<file path="config.mk">
export PLATFORM = sky130hd
export DESIGN_NAME = trace_ring_writer
export DESIGN_NICKNAME = d
export VERILOG_FILES = /design/src/rtl/trw_pkg.sv /design/src/rtl/trw_ptr.sv /design/src/rtl/trw_outreg.sv /design/src/rtl/trw_done.sv /design/src/rtl/trace_ring_writer.sv
export SDC_FILE = /design/constraint.sdc
export NUM_CORES = 1
export LEC_CHECK = 0
export CAP_MARGIN = 15
export CORE_MARGIN = 3
export CORE_UTILIZATION = 47
export DETAILED_ROUTE_END_ITERATION = 8
export PLACE_DENSITY = 0.95
export SLEW_MARGIN = 20
export SYNTH_ARGS = -nofsm -noshare
export SYNTH_HDL_FRONTEND = slang
export SYNTH_SLANG_ARGS = --single-unit
</file>
<file path="constraint.sdc">
create_clock -name clk -period 5.19 [get_ports clk]
set_input_delay 1.038 -clock clk [delete_from_list [all_inputs] [get_ports clk]]
set_output_delay 1.038 -clock clk [all_outputs]
set_load 0.1 [all_outputs]
</file>
<file path="src/rtl/trw_pkg.sv">
package trw_pkg;

  // Byte address of a DW: base plus four bytes per word of offset.
  function automatic logic [63:0] dw_byte_addr(input logic [63:0] base,
                                               input logic [63:0] dw_off);
    return base + (dw_off << 2);
  endfunction

  // True when the word at offset off is the final one of a buffer of size words.
  // A size of zero is treated as one word.
  function automatic logic is_buf_end(input logic [31:0] off,
                                      input logic [31:0] size);
    return (off + 32'd1) >= size;
  endfunction

  // Next slot in the ring of n buffers.
  function automatic int next_slot(input int idx, input int n);
    return (idx >= n - 1) ? 0 : idx + 1;
  endfunction

endpackage

</file>
<file path="src/rtl/trw_ptr.sv">
module trw_ptr #(
  parameter int NUM_BUF = 4,
  parameter int IDX_W   = 2,
  parameter int SIZE_W  = 21
) (
  input  logic              clk,
  input  logic              rst_n,
  input  logic              restart,
  input  logic              step,
  input  logic [SIZE_W-1:0] size,
  output logic [IDX_W-1:0]  idx,
  output logic [SIZE_W-1:0] off,
  output logic              at_end,
  output logic [IDX_W-1:0]  nxt_idx
);

  assign at_end  = trw_pkg::is_buf_end(32'(off), 32'(size));
  assign nxt_idx = IDX_W'(trw_pkg::next_slot(int'(idx), NUM_BUF));

  always_ff @(posedge clk) begin
    if (!rst_n || restart) begin
      idx <= '0;
      off <= '0;
    end else if (step) begin
      if (at_end) begin
        off <= '0;
        idx <= nxt_idx;
      end else begin
        off <= off + SIZE_W'(1);
      end
    end
  end

endmodule

</file>
<file path="src/rtl/trw_outreg.sv">
module trw_outreg #(
  parameter int ADDR_W = 32,
  parameter int DATA_W = 32,
  parameter int IDX_W  = 2
) (
  input  logic              clk,
  input  logic              rst_n,
  input  logic              load,
  input  logic [ADDR_W-1:0] ld_addr,
  input  logic [DATA_W-1:0] ld_data,
  input  logic              ld_end,
  input  logic [IDX_W-1:0]  ld_idx,
  input  logic              ready,
  output logic              valid,
  output logic [ADDR_W-1:0] addr,
  output logic [DATA_W-1:0] data,
  output logic              end_flag,
  output logic [IDX_W-1:0]  end_idx,
  output logic              fire
);

  assign fire = valid && ready;

  always_ff @(posedge clk) begin
    if (!rst_n) begin
      valid    <= 1'b0;
      addr     <= '0;
      data     <= '0;
      end_flag <= 1'b0;
      end_idx  <= '0;
    end else if (load) begin
      valid    <= 1'b1;
      addr     <= ld_addr;
      data     <= ld_data;
      end_flag <= ld_end;
      end_idx  <= ld_idx;
    end else if (fire) begin
      valid <= 1'b0;
    end
  end

endmodule

</file>
<file path="src/rtl/trw_done.sv">
module trw_done #(
  parameter int NUM_BUF = 4,
  parameter int IDX_W   = 2
) (
  input  logic               clk,
  input  logic               rst_n,
  input  logic               restart,
  input  logic               fin_evt,
  input  logic [IDX_W-1:0]   fin_idx,
  input  logic [NUM_BUF-1:0] ack,
  input  logic               wrap_evt,
  input  logic [IDX_W-1:0]   wrap_to,
  output logic               done,
  output logic [IDX_W-1:0]   done_idx,
  output logic               overrun,
  output logic [NUM_BUF-1:0] pending
);

  logic hit_pending;
  assign hit_pending = wrap_evt && pending[wrap_to];

  for (genvar g = 0; g < NUM_BUF; g++) begin : g_pend
    always_ff @(posedge clk) begin
      if (!rst_n)
        pending[g] <= 1'b0;
      else if (fin_evt && (fin_idx == IDX_W'(g)))
        pending[g] <= 1'b1;
      else if (ack[g])
        pending[g] <= 1'b0;
    end
  end

  always_ff @(posedge clk) begin
    if (!rst_n) begin
      done     <= 1'b0;
      done_idx <= '0;
      overrun  <= 1'b0;
    end else begin
      done <= fin_evt;
      if (fin_evt) done_idx <= fin_idx;
      if (restart)          overrun <= 1'b0;
      else if (hit_pending) overrun <= 1'b1;
    end
  end

endmodule

</file>
<file path="src/rtl/trace_ring_writer.sv">
module trace_ring_writer #(
  parameter int NUM_BUF = 4,
  parameter int ADDR_W  = 32,
  parameter int DATA_W  = 32,
  parameter int SIZE_W  = 21,
  localparam int IDX_W  = (NUM_BUF > 1) ? $clog2(NUM_BUF) : 1
) (
  input  logic                      clk,
  input  logic                      rst_n,
  input  logic                      enable,
  input  logic [NUM_BUF*ADDR_W-1:0] bases,
  input  logic [SIZE_W-1:0]         buf_size_dw,
  input  logic                      in_valid,
  input  logic [DATA_W-1:0]         in_data,
  input  logic                      in_last,
  output logic                      in_ready,
  output logic                      mem_wr_valid,
  output logic [ADDR_W-1:0]         mem_wr_addr,
  output logic [DATA_W-1:0]         mem_wr_data,
  input  logic                      mem_wr_ready,
  input  logic [NUM_BUF-1:0]        done_ack,
  output logic                      buf_done,
  output logic [IDX_W-1:0]          buf_done_idx,
  output logic                      overrun,
  output logic [IDX_W-1:0]          stat_idx,
  output logic [SIZE_W-1:0]         stat_off
);

  // Named internal events, brought out for the checker.
  logic              accept;
  logic              wrap_evt;
  logic              restart;
  logic              fire;
  logic              fin_evt;
  logic              in_rec;
  logic              at_end;
  logic [IDX_W-1:0]  nxt_idx;
  logic [ADDR_W-1:0] base_sel;
  logic [63:0]       addr64;
  logic              oreg_end;
  logic [IDX_W-1:0]  oreg_idx;
  logic [NUM_BUF-1:0] pending;

  assign restart  = !enable && !in_rec;
  assign in_ready = (enable || in_rec) && (!mem_wr_valid || mem_wr_ready);
  assign accept   = in_valid && in_ready;
  assign wrap_evt = accept && at_end;
  assign fin_evt  = fire && oreg_end;
  assign base_sel = bases[stat_idx*ADDR_W +: ADDR_W];
  assign addr64   = trw_pkg::dw_byte_addr(64'(base_sel), 64'(stat_off));

  always_ff @(posedge clk) begin
    if (!rst_n)      in_rec <= 1'b0;
    else if (accept) in_rec <= !in_last;
  end

  trw_ptr #(.NUM_BUF(NUM_BUF), .IDX_W(IDX_W), .SIZE_W(SIZE_W)) u_ptr (
    .clk     (clk),
    .rst_n   (rst_n),
    .restart (restart),
    .step    (accept),
    .size    (buf_size_dw),
    .idx     (stat_idx),
    .off     (stat_off),
    .at_end  (at_end),
    .nxt_idx (nxt_idx)
  );

  trw_outreg #(.ADDR_W(ADDR_W), .DATA_W(DATA_W), .IDX_W(IDX_W)) u_oreg (
    .clk      (clk),
    .rst_n    (rst_n),
    .load     (accept),
    .ld_addr  (addr64[ADDR_W-1:0]),
    .ld_data  (in_data),
    .ld_end   (at_end),
    .ld_idx   (stat_idx),
    .ready    (mem_wr_ready),
    .valid    (mem_wr_valid),
    .addr     (mem_wr_addr),
    .data     (mem_wr_data),
    .end_flag (oreg_end),
    .end_idx  (oreg_idx),
    .fire     (fire)
  );

  trw_done #(.NUM_BUF(NUM_BUF), .IDX_W(IDX_W)) u_done (
    .clk      (clk),
    .rst_n    (rst_n),
    .restart  (restart),
    .fin_evt  (fin_evt),
    .fin_idx  (oreg_idx),
    .ack      (done_ack),
    .wrap_evt (wrap_evt),
    .wrap_to  (nxt_idx),
    .done     (buf_done),
    .done_idx (buf_done_idx),
    .overrun  (overrun),
    .pending  (pending)
  );

endmodule

</file>
==> impl_metrics.json <==
{
  "rsz0062_at_grt": "no",
  "wl_per_cell_um": 18.95,
  "cts_resized": 0,
  "arrival_ps": 4500,
  "seq_area_frac_synth_pct": 29.19,
  "setup_tns_ps": 0,
  "drt_iter0_drc": 542,
  "status": "finished, final reports clean",
  "avgSynthCellArea_um2": 8.519,
  "cp-end-kind": "flip-flop",
  "finalWirelength_um": 23490,
  "die-height_um": 126.8,
  "antenna_left": 0,
  "place_area_mm2": 0.009696,
  "worst_slew_pin_slew_ps": 1075,
  "crit_type": "reg2reg",
  "p_clk_share_pct": 34.8,
  "p_switching_mw": 0.7263,
  "comb_power_share_pct": 28.6,
  "antenna_found_initial": 0,
  "synthToLayoutAreaGrowth_pct": 46.31,
  "synth_flop_cell": "dfxtp_1",
  "hold_path_depth": 2,
  "hold_class": "reg2reg",
  "maxCapViolations": 0,
  "cp_max_fo": 15,
  "dieArea_mm2": 0.01608,
  "nets": 1291,
  "ff2ff_setup_slack_ps": 970,
  "via_count": 7186,
  "htree_levels": 3,
  "worst_hold_startpoint": "u_oreg.data[3]",
  "synth_warnings": 0,
  "n_fill_cell": 1054,
  "setup_viol": 0,
  "track_usage_pct": 28.20,
  "crit_required_ps": 5460,
  "grt_overflow": 0,
  "final_area_mm2": 0.01003,
  "gp_congestion": 0.9341,
  "num_io_pins": 284,
  "vias_per_cell": 5.800,
  "clock-sinks": 100,
  "p_per_area_mw_per_mm2": 223.4,
  "cts.reportedPaths.clkPinSlew_ps": 70,
  "clock_latency_ps": 350,
  "cts.path.max_buffers": 2,
  "grt_pass1_vias": 7089,
  "stdcell_count": 1239,
  "crit-reg2reg-capture": "u_ptr.off[11]",
  "dpl_worst_slack_ps": 1026,
  "synth_cells": 805,
  "period_needed_ps": 4221,
  "p_int_mw": 1.515,
  "port_buffers": 283,
  "synth.cell_area_mm2": 0.006858,
  "p_leak_nw": 3.938,
  "worstRegToRegCells": 14,
  "cts_tree": "built",
  "grt_max_degree": 95,
  "multi_input_area_mm2": 0.004444,
  "numCtsBuffers": 9,
  "setup_ws_ps": 968.6,
  "seqPwrFrac_pct": 36.6,
  "fin_util_pct": 71.18,
  "postSynth.asyncResetShare_pct": 0,
  "dp_cells": 1224,
  "slew_viol_final": 0,
  "syn-num-nets": 1041,
  "post-cts-setup-buffer-count": 0,
  "seq_area_mm2": 0.002004,
  "fp-row-count": 43,
  "synth_seq_cells": 100,
  "hpwl_um": 18150,
  "post-route-period-util_pct": 81.34,
  "synth_edf_count": 0,
  "slew_headroom_pct": 28.09,
  "postCtsHoldBufs": 0,
  "drive_gt1_share_pct": 6.232,
  "dr.pass1.iters": 5,
  "fmax_ghz": 0.2369,
  "die_x_um": 126.8,
  "startpoint_type": "flip-flop",
  "swShare_pct": 32.41,
  "antenna_cells": 0,
  "drc": 0,
  "root_buffer": "clkbuf_16",
  "synth_cell_types": 69,
  "design.core.area_mm2": 0.01410,
  "grt_pass1_wl_um": 36310,
  "fin_worst_skew_ps": 8.363,
  "r2r_start": "u_ptr.off[5]",
  "vdd_ir_drop_max_uv": 156.9,
  "initial_utilization_pct": 48.65,
  "hold_viol_final": 0,
  "whs_endpoint": "u_oreg.data[3]"
}
==> sequential cells by signal, indices dropped and copies added (netlist names) <==
| signal | flops |
|---|---|
| u_ptr.idx | 2 |
| u_oreg.end_idx | 2 |
| in_rec | 1 |
| u_ptr.off | 21 |
| u_oreg.valid | 1 |
| u_done.pending | 4 |
| u_oreg.end_flag | 1 |
| u_oreg.data | 32 |
| u_done.done | 1 |
| u_done.done_idx | 2 |
| u_oreg.addr | 32 |
| u_done.overrun | 1 |
==> synthesized netlist by cell type, types with 3 or more instances <==
cell type / instances / area [µm²]
o21ai_1: 6 / 30.03
nor2b_1: 4 / 25.02
a21boi_0: 25 / 187.7
nor3_1: 11 / 55.05
dfxtp_1: 100 / 2002
ha_1: 44 / 550.5
a21o_1: 15 / 112.6
nand2_1: 152 / 570.6
and2_1: 19 / 118.9
nor4_1: 8 / 50.05
mux4_1: 5 / 131.4
clkbuf_1: 35 / 131.4
inv_1: 34 / 127.6
mux4_2: 28 / 630.6
a211oi_1: 4 / 30.03
a31oi_1: 7 / 43.79
and3_1: 18 / 112.6
nand3_1: 32 / 160.2
o21ai_0: 29 / 145.1
o22ai_1: 3 / 18.77
and4_1: 4 / 35.03
o211ai_1: 10 / 75.07
xnor2_1: 22 / 192.7
nor2_1: 21 / 78.83
nand2b_1: 6 / 37.54
clkbuf_8: 4 / 55.05
xor2_1: 13 / 113.9
nand4_1: 25 / 156.4
o21a_1: 3 / 22.52
buf_2: 8 / 40.04
a21oi_1: 60 / 300.3
==> metrics by stage <==
step,hold slack [ps],power (mW)
2_1_floorplan,470.4,1.225
3_3_place_gp,437.7,1.465
3_5_place_dp,441.2,1.477
4_1_cts,457.9,2.250
5_1_grt,478.3,2.322
6_report,454.5,2.241
==> worst max-delay path by stage <==
| stage | startpoint | end | slack, ps | depth (start not counted) |
|---|---|---|---|---|
| finish | u_ptr.off[5] | u_ptr.off[11] | 970 | 14 |
| floorplan | u_ptr.idx[0] | u_oreg.addr[22] | 950 | 11 |
| global route | u_ptr.off[5] | u_ptr.off[11] | 700 | 14 |
| global placement | bases[34] | u_oreg.addr[26] | 1140 | 12 |
| CTS | u_ptr.off[5] | u_ptr.off[11] | 1060 | 14 |
| detailed placement | bases[103] | u_oreg.addr[31] | 1030 | 10 |
==> layout make-up <==
class	instances	share of cell area, %
clock buffers	9	2.245
flip-flops and latches	100	19.98
clock inverters	6	1.122
inverters	35	1.309
well taps	180	2.245
multi-input cells	618	44.29
repair buffers	291	28.81
==> per-layer routing <==
metal  vias up  GRT usage (%)  share of wire (%)  wire length (µm)
li1       3423              -                  -                 -
met1      3351          32.32                 37              8791
met2       366          51.90                 52             12200
met3        46          5.853                8.1              1898
met4         0          9.527                2.5               592
met5         -              0                  0                 0
==> cells by family (layout without fill, tap and decap cells) <==
| kind of cell | count (synthesis) | in the layout | synth area share (%) |
|---|---|---|---|
| compound gates | 194 | 194 | 19.12 |
| xor+xnor | 35 | 35 | 4.470 |
| fa+ha+maj | 45 | 45 | 8.320 |
| buf+inv | 87 | 341 | 6.130 |
| flops | 100 | 100 | 29.19 |
| mux | 35 | 35 | 11.40 |
| simple gates | 309 | 309 | 21.36 |
==> worst max-delay path, cell delays in order, from the launching register on <==
cell and delay (ps):
dfxtp_1 520, and4_1 320, and4_1 290, nand3_1 270
o21a_1 300, or2_1 230, ha_1 290, a21o_1 160
a21o_1 170, a21oi_1 160, o22ai_1 120, a2111oi_4 630
buf_4 340, nand4_1 130, a31oi_1 220
==> power by group through the flow <==
stage	logic, mW	clock network (mW)	registers (mW)
final	0.640	0.781	0.821
after detailed placement	0.640	0	0.838
after CTS	0.641	0.788	0.820
after global routing	0.671	0.826	0.824
after floorplan	0.158	0	1.07
after global placement	0.630	0	0.835
==> placed cells by master, fill, tap and decap left out, types with 3 or more instances in the layout <==
cell type,n
clkbuf_16,9
nor2b_1,4
nand3_1,32
a211oi_1,4
xnor2_1,22
bufinv_16,3
dfxtp_1,98
o21ai_1,7
ha_1,44
and2_1,18
inv_1,34
nor3_1,11
clkdlybuf4s50_1,282
o211ai_1,10
o21a_1,3
nor4_1,8
a31oi_1,7
and3_1,18
nand4_1,25
and4_1,4
a21boi_0,25
buf_4,9
a21oi_1,60
nor2_1,21
mux4_1,5
o21ai_0,28
xor2_1,13
a21o_1,15
o22ai_1,3
mux4_2,28
nand2b_1,6
nand2_1,151
Note: power is estimated with default switching activity, not from simulation.
